$ cat config.mk
export PLATFORM = sky130hd
export DESIGN_NAME = blk_merge
export DESIGN_NICKNAME = d
export VERILOG_FILES = /design/src/rtl/blk_merge.sv
export SDC_FILE = /design/constraint.sdc
export NUM_CORES = 1
export LEC_CHECK = 0
export BUFFER_PORTS_ARGS = -buffer_cell sky130_fd_sc_hd__buf_2
export CAP_MARGIN = 10
export CORE_ASPECT_RATIO = 1.1
export CORE_MARGIN = 5
export CORE_UTILIZATION = 55
export DETAILED_ROUTE_END_ITERATION = 16
export GPL_ROUTABILITY_DRIVEN = 0
export HOLD_SLACK_MARGIN = 0.08
export PLACE_DENSITY = 0.83
export SYNTH_ARGS = -nofsm -noshare
export SYNTH_HDL_FRONTEND = slang
export SYNTH_SLANG_ARGS = --single-unit
$ cat constraint.sdc
create_clock -name clk -period 3.2 [get_ports clk]
set_input_delay 0.64 -clock clk [delete_from_list [all_inputs] [get_ports clk]]
set_output_delay 0.64 -clock clk [all_outputs]
set_load 0.03 [all_outputs]
$ cat src/rtl/blk_merge.sv
module blk_merge #(
  parameter int DATA_W = 16,
  parameter int HDR_W  = 32,
  parameter int BLOCKS = 3
) (
  input  logic              clk,
  input  logic              rst_n,
  input  logic              in_valid,
  output logic              in_ready,
  input  logic [DATA_W-1:0] in_data,
  input  logic              in_sop,
  input  logic              in_eop,
  input  logic [HDR_W-1:0]  in_hdr,
  output logic              out_valid,
  input  logic              out_ready,
  output logic [DATA_W-1:0] out_data,
  output logic              out_sop,
  output logic              out_eop,
  output logic              out_hdr_valid,
  output logic [HDR_W-1:0]  out_hdr
);

  localparam int CNT_W = (BLOCKS > 1) ? $clog2(BLOCKS) : 1;
  localparam logic [CNT_W-1:0] LAST_BLK = CNT_W'(BLOCKS - 1);

  logic [CNT_W-1:0]  blk_cnt;
  logic              first_blk, last_blk, take, advance;

  logic              s1_v, s1_sop, s1_eop, s1_hv;
  logic [DATA_W-1:0] s1_d;
  logic [HDR_W-1:0]  s1_h;

  logic              s2_v, s2_sop, s2_eop, s2_hv;
  logic [DATA_W-1:0] s2_d;
  logic [HDR_W-1:0]  s2_h;

  assign first_blk = (blk_cnt == '0);
  assign last_blk  = (blk_cnt == LAST_BLK);
  assign advance   = s1_v && (!s2_v || out_ready);
  assign in_ready  = !s1_v || advance;
  assign take      = in_valid && in_ready;

  always_ff @(posedge clk) begin
    if (!rst_n)
      blk_cnt <= '0;
    else if (take && in_eop)
      blk_cnt <= last_blk ? '0 : blk_cnt + 1'b1;
  end

  always_ff @(posedge clk) begin
    if (!rst_n) begin
      s1_v   <= 1'b0;
      s1_d   <= '0;
      s1_sop <= 1'b0;
      s1_eop <= 1'b0;
      s1_hv  <= 1'b0;
      s1_h   <= '0;
    end else if (take) begin
      s1_v   <= 1'b1;
      s1_d   <= in_data;
      s1_sop <= in_sop && first_blk;
      s1_eop <= in_eop && last_blk;
      s1_hv  <= in_sop && first_blk;
      if (in_sop && first_blk)
        s1_h <= in_hdr;
    end else if (advance) begin
      s1_v <= 1'b0;
    end
  end

  always_ff @(posedge clk) begin
    if (!rst_n) begin
      s2_v   <= 1'b0;
      s2_d   <= '0;
      s2_sop <= 1'b0;
      s2_eop <= 1'b0;
      s2_hv  <= 1'b0;
      s2_h   <= '0;
    end else if (advance) begin
      s2_v   <= 1'b1;
      s2_d   <= s1_d;
      s2_sop <= s1_sop;
      s2_eop <= s1_eop;
      s2_hv  <= s1_hv;
      s2_h   <= s1_h;
    end else if (out_ready) begin
      s2_v <= 1'b0;
    end
  end

  assign out_valid     = s2_v;
  assign out_data      = s2_d;
  assign out_sop       = s2_v && s2_sop;
  assign out_eop       = s2_v && s2_eop;
  assign out_hdr_valid = s2_v && s2_hv;
  assign out_hdr       = s2_h;

endmodule

Yosys cells after proc, flatten, opt, wreduce, memory -nomap -nowiden
Index checks and enable logic that the tools add are counted.
Word-level totals
  bits in registers: 104
  input port bits: 54
  output and inout port bits: 53
  logic and storage cells: 33
Operators by class
  $add $sub $neg: 1
  equal/unequal tests: 1
  mux-type cells: 5
  reductions and logical operators: 15
Operators with widths (number)
  $logic_and A1 B1 Y1: 7
  $mux W1: 4
  $reduce_bool A2 Y1: 2
  $add A2 B1 Y2 const B: 1
  $eq A2 B2 Y1 const B: 1
  $logic_not A1 Y1: 2
  $logic_not A2 Y1: 1
  $logic_or A1 B1 Y1: 2
  $mux W2: 1
  $reduce_and A2 Y1: 1

Depth between registers and ports, before layout
  depth in word-level cells: 6
  gate-level depth with buffers: 6

Worst setup path after synthesis
No wires, ideal clock.
  path kind: reg2out
  start point: register s2_v, in the netlist out_valid
  end point: output out_sop
  arrival time: 1.181 ns
  setup slack: 1.379 ns
  stages on the path, launching flop included: 3
  cells stage by stage: dfxtp_1 > and2_1 > buf_4
On the way
  cells in the longest elaborated chain, start to end: 1
RTL lines
  start, declared: line 33  | logic s2_v, s2_sop, s2_eop, s2_hv;
  start signal, assigned: line 73  | s2_v <= 1'b0;
  start signal, assigned: line 80  | s2_v <= 1'b1;
  start signal, assigned: line 87  | s2_v <= 1'b0;
  $logic_and A1 B1 Y1
  end, declared: line 17  | output logic out_sop,
No other way between the ends.

Final worst setup path
  start point: register s1_v
  end point: output in_ready
On the way
  cells in the longest elaborated chain, start to end: 2
  elaborated cells between the ends (all ways): 3
  those cells by class: 3 x reduce/logical
RTL lines
  start, declared: line 29  | logic s1_v, s1_sop, s1_eop, s1_hv;
  start signal, assigned: line 52  | s1_v <= 1'b0;
  start signal, assigned: line 59  | s1_v <= 1'b1;
  start signal, assigned: line 67  | s1_v <= 1'b0;
  $logic_not A1 Y1 / $logic_and A1 B1 Y1 (equally long branches): line 40, 39
  $logic_or A1 B1 Y1 *: line 40  | assign in_ready = !s1_v || advance;
  end, declared: line 9  | output logic in_ready,
Mark *: on every way between the ends. The rest lies on a longest branch, timed or not.

==> metrics.cfg <==
[sta]
hold_viol=0
fmax_mhz=419.1
timing.final.crit_share_pct=74.56
setup_viol=0
drv_slew=0
slew_headroom_pct=32.89
worst_pin_slew_ps=1007
period_needed_ps=2386
skew_ps=13.22
rsz0062_at_grt=false
fin_setup_tns_ps=0

[finish]
diodes=0
layout_commonest_cell=buf_2
final_cell_mix=buf_2 (105), dfxtp_1 (103), nand2_1 (100), a21oi_1 (52)
finish.utilization_pct=66.74
areaGrowthSynthToFinish_pct=16.63
regArea_sq_um=2083
drive_gt1_share_pct=24.00
multiInputGateArea_sq_um=1753
fin_nets=599
fillers=611

[yosys]
ys_ff_latch=104
yosys.cell_types.count=24
syn_area_sq_um=4055
synthesis.nets=522
syn_area_per_cell_sq_um=8.665
syn_inst=468
yosysSeqAreaShare_pct=51.34
ys.warnings.count=0

[routing]
drt-initial-drc-count=232
drcViolationCount=0
drt_wl_total_mm=9.561
drtPass1Iterations=4
avgViaCountPerCell=5.517
postRouteAntennaNets=0
wl_per_cell_um=15.06
num_vias=3503

[critical_path]
worstPathMaxFanout=37
endpoint_kind=output port
arrival_ps=1750
path_class=reg2out
worstPathRequired_ps=2560
worst_setup_path_start_kind=flip-flop

[outcome]
status=finished clean

[power_and_ir_drop]
pwr-share-seq_pct=57.5
power.leakage_nw=2.027
power.density_nw_per_um2=506.3
p_int_mw=1.736
peakVddDrop_mv=0.2550
clock_power_share_pct=32.2
finalPower_mw=2.395
combPwrFrac_pct=10.3
switchingPower_uw=658.6
p_sw_share_pct=27.51

[die]
dieArea_sq_um=9192
rows=32
die_height_um=100.1
chipWidth_um=91.87
core_sq_um=7087
initial_core_util_pct=57.22
io_pins=107

[global_routing]
top_usage_layer=met2
first_global_vias=3342
grt_start_max_net_pins=55
grtUsageTotal_pct=20.72
grt_antenna_before_repair=0
grt_use_met2_pct=34.27
grt_use_met3_pct=5.547
use_met1_pct=26.58
grt_pass1_wl_mm=15.67
overflow=0

[clock_tree]
clockBufferDepth=2
clock_latency_ps=370
cts_buffers=9
cts_sinks=104
cts.hold.buffers_added=0
path_clk_slew_ps=100
postCtsSetupBuffers=0
cts_tree=built
ctsHtreeMaxLevel=3
root_buffer=clkbuf_8
cts_resized=0

[placement]
port_buffers=106
hpwlAfterDp_mm=6.281

[min_path]
hold_class=reg2reg

[run]
max-cap-violations=0

==> routing by layer <==
layer  part of all wire [%]  up-vias
met2                     47      138
met1                     43     1615
met4                    1.5        0
met3                    8.1       15
met5                      0        -
li1                       -     1735
==> final timing paths <==
kind                   end  slack (ps)  cells after the start  startpoint
setup / recovery  in_ready         810                      3        s1_v
hold / removal    s1_h[16]         460                      2    s1_h[16]
setup reg to reg   s1_d[0]        1210                      4        s1_v
hold reg to reg   s1_h[16]         460                      2    s1_h[16]
==> worst max-delay path, cell delays in order (launching register included) <==
cell and delay (ps):
dfxtp_2 540, buf_4 430, nand3b_4 180, buf_2 220
==> sequential cells by signal, summed over array words and instances, names as in the netlist <==
signal	flops
s1_v	1
s2_hv	1
s1_h	32
out_valid	1
s1_eop	1
s1_d	16
s1_hv	1
out_hdr	32
out_data	16
blk_cnt	2
s2_eop	1
==> final cells by class <==
class / instances / area share, %
timing repair buffer: 111 / 12.49
tap: 85 / 2.249
multi-input combinational: 316 / 37.06
clock inverter: 7 / 1.296
clock buffer: 9 / 2.619
inverter: 3 / 0.2381
sequential: 104 / 44.05
==> power groups by stage <==
stage | combinational [mW] | sequential (mW) | clock (mW)
6_report | 0.247 | 1.38 | 0.771
5_1_grt | 0.272 | 1.38 | 0.840
4_1_cts | 0.243 | 1.38 | 0.782
3_5_place_dp | 0.242 | 1.41 | 0
3_3_place_gp | 0.234 | 1.40 | 0
2_1_floorplan | 0.153 | 1.42 | 0
==> kinds of logic after synthesis <==
family                 after synthesis  share of synthesized area (%)
AO/OA/AOI/OAI                      104                          12.96
buffers and inverters               48                          5.492
flip-flops                         104                          51.34
multiplexers                        51                          12.59
AND/OR/NAND/NOR                    161                          17.62
==> metrics by stage <==
step,area (sq um),std cells,setup slack [ps],hold slack [ps]
final,4730,635,814.2,460.3
after global routing,4730,635,736.9,479.4
after CTS,4702,634,824.1,464.1
after detailed placement,4517,618,962.9,448.2
after global placement,4517,618,1070,442.8
after floorplan,4055,468,1379,435.0
==> cell usage after synthesis <==
library cell | count | area [sq um]
dfxtp_1 | 104 | 2082
nand2_1 | 100 | 375.4
a21oi_1 | 52 | 260.3
mux2i_1 | 51 | 510.5
nand3_1 | 51 | 255.2
o21ai_0 | 50 | 250.2
clkbuf_1 | 31 | 116.4
buf_1 | 4 | 15.01
buf_2 | 4 | 20.02
buf_6 | 4 | 45.04
and2_1 | 2 | 12.51
buf_4 | 2 | 15.01
inv_1 | 2 | 7.510
a21boi_0 | 1 | 7.510
and2b_1 | 1 | 7.510
and4_4 | 1 | 11.26
clkinv_1 | 1 | 3.750
nand2_2 | 1 | 6.260
nand2b_1 | 1 | 6.260
nand3b_1 | 1 | 7.510
nand3b_4 | 1 | 20.02
nand4b_1 | 1 | 8.760
nor2_1 | 1 | 3.750
o21a_1 | 1 | 7.510
(Power assumes the default switching activity.)
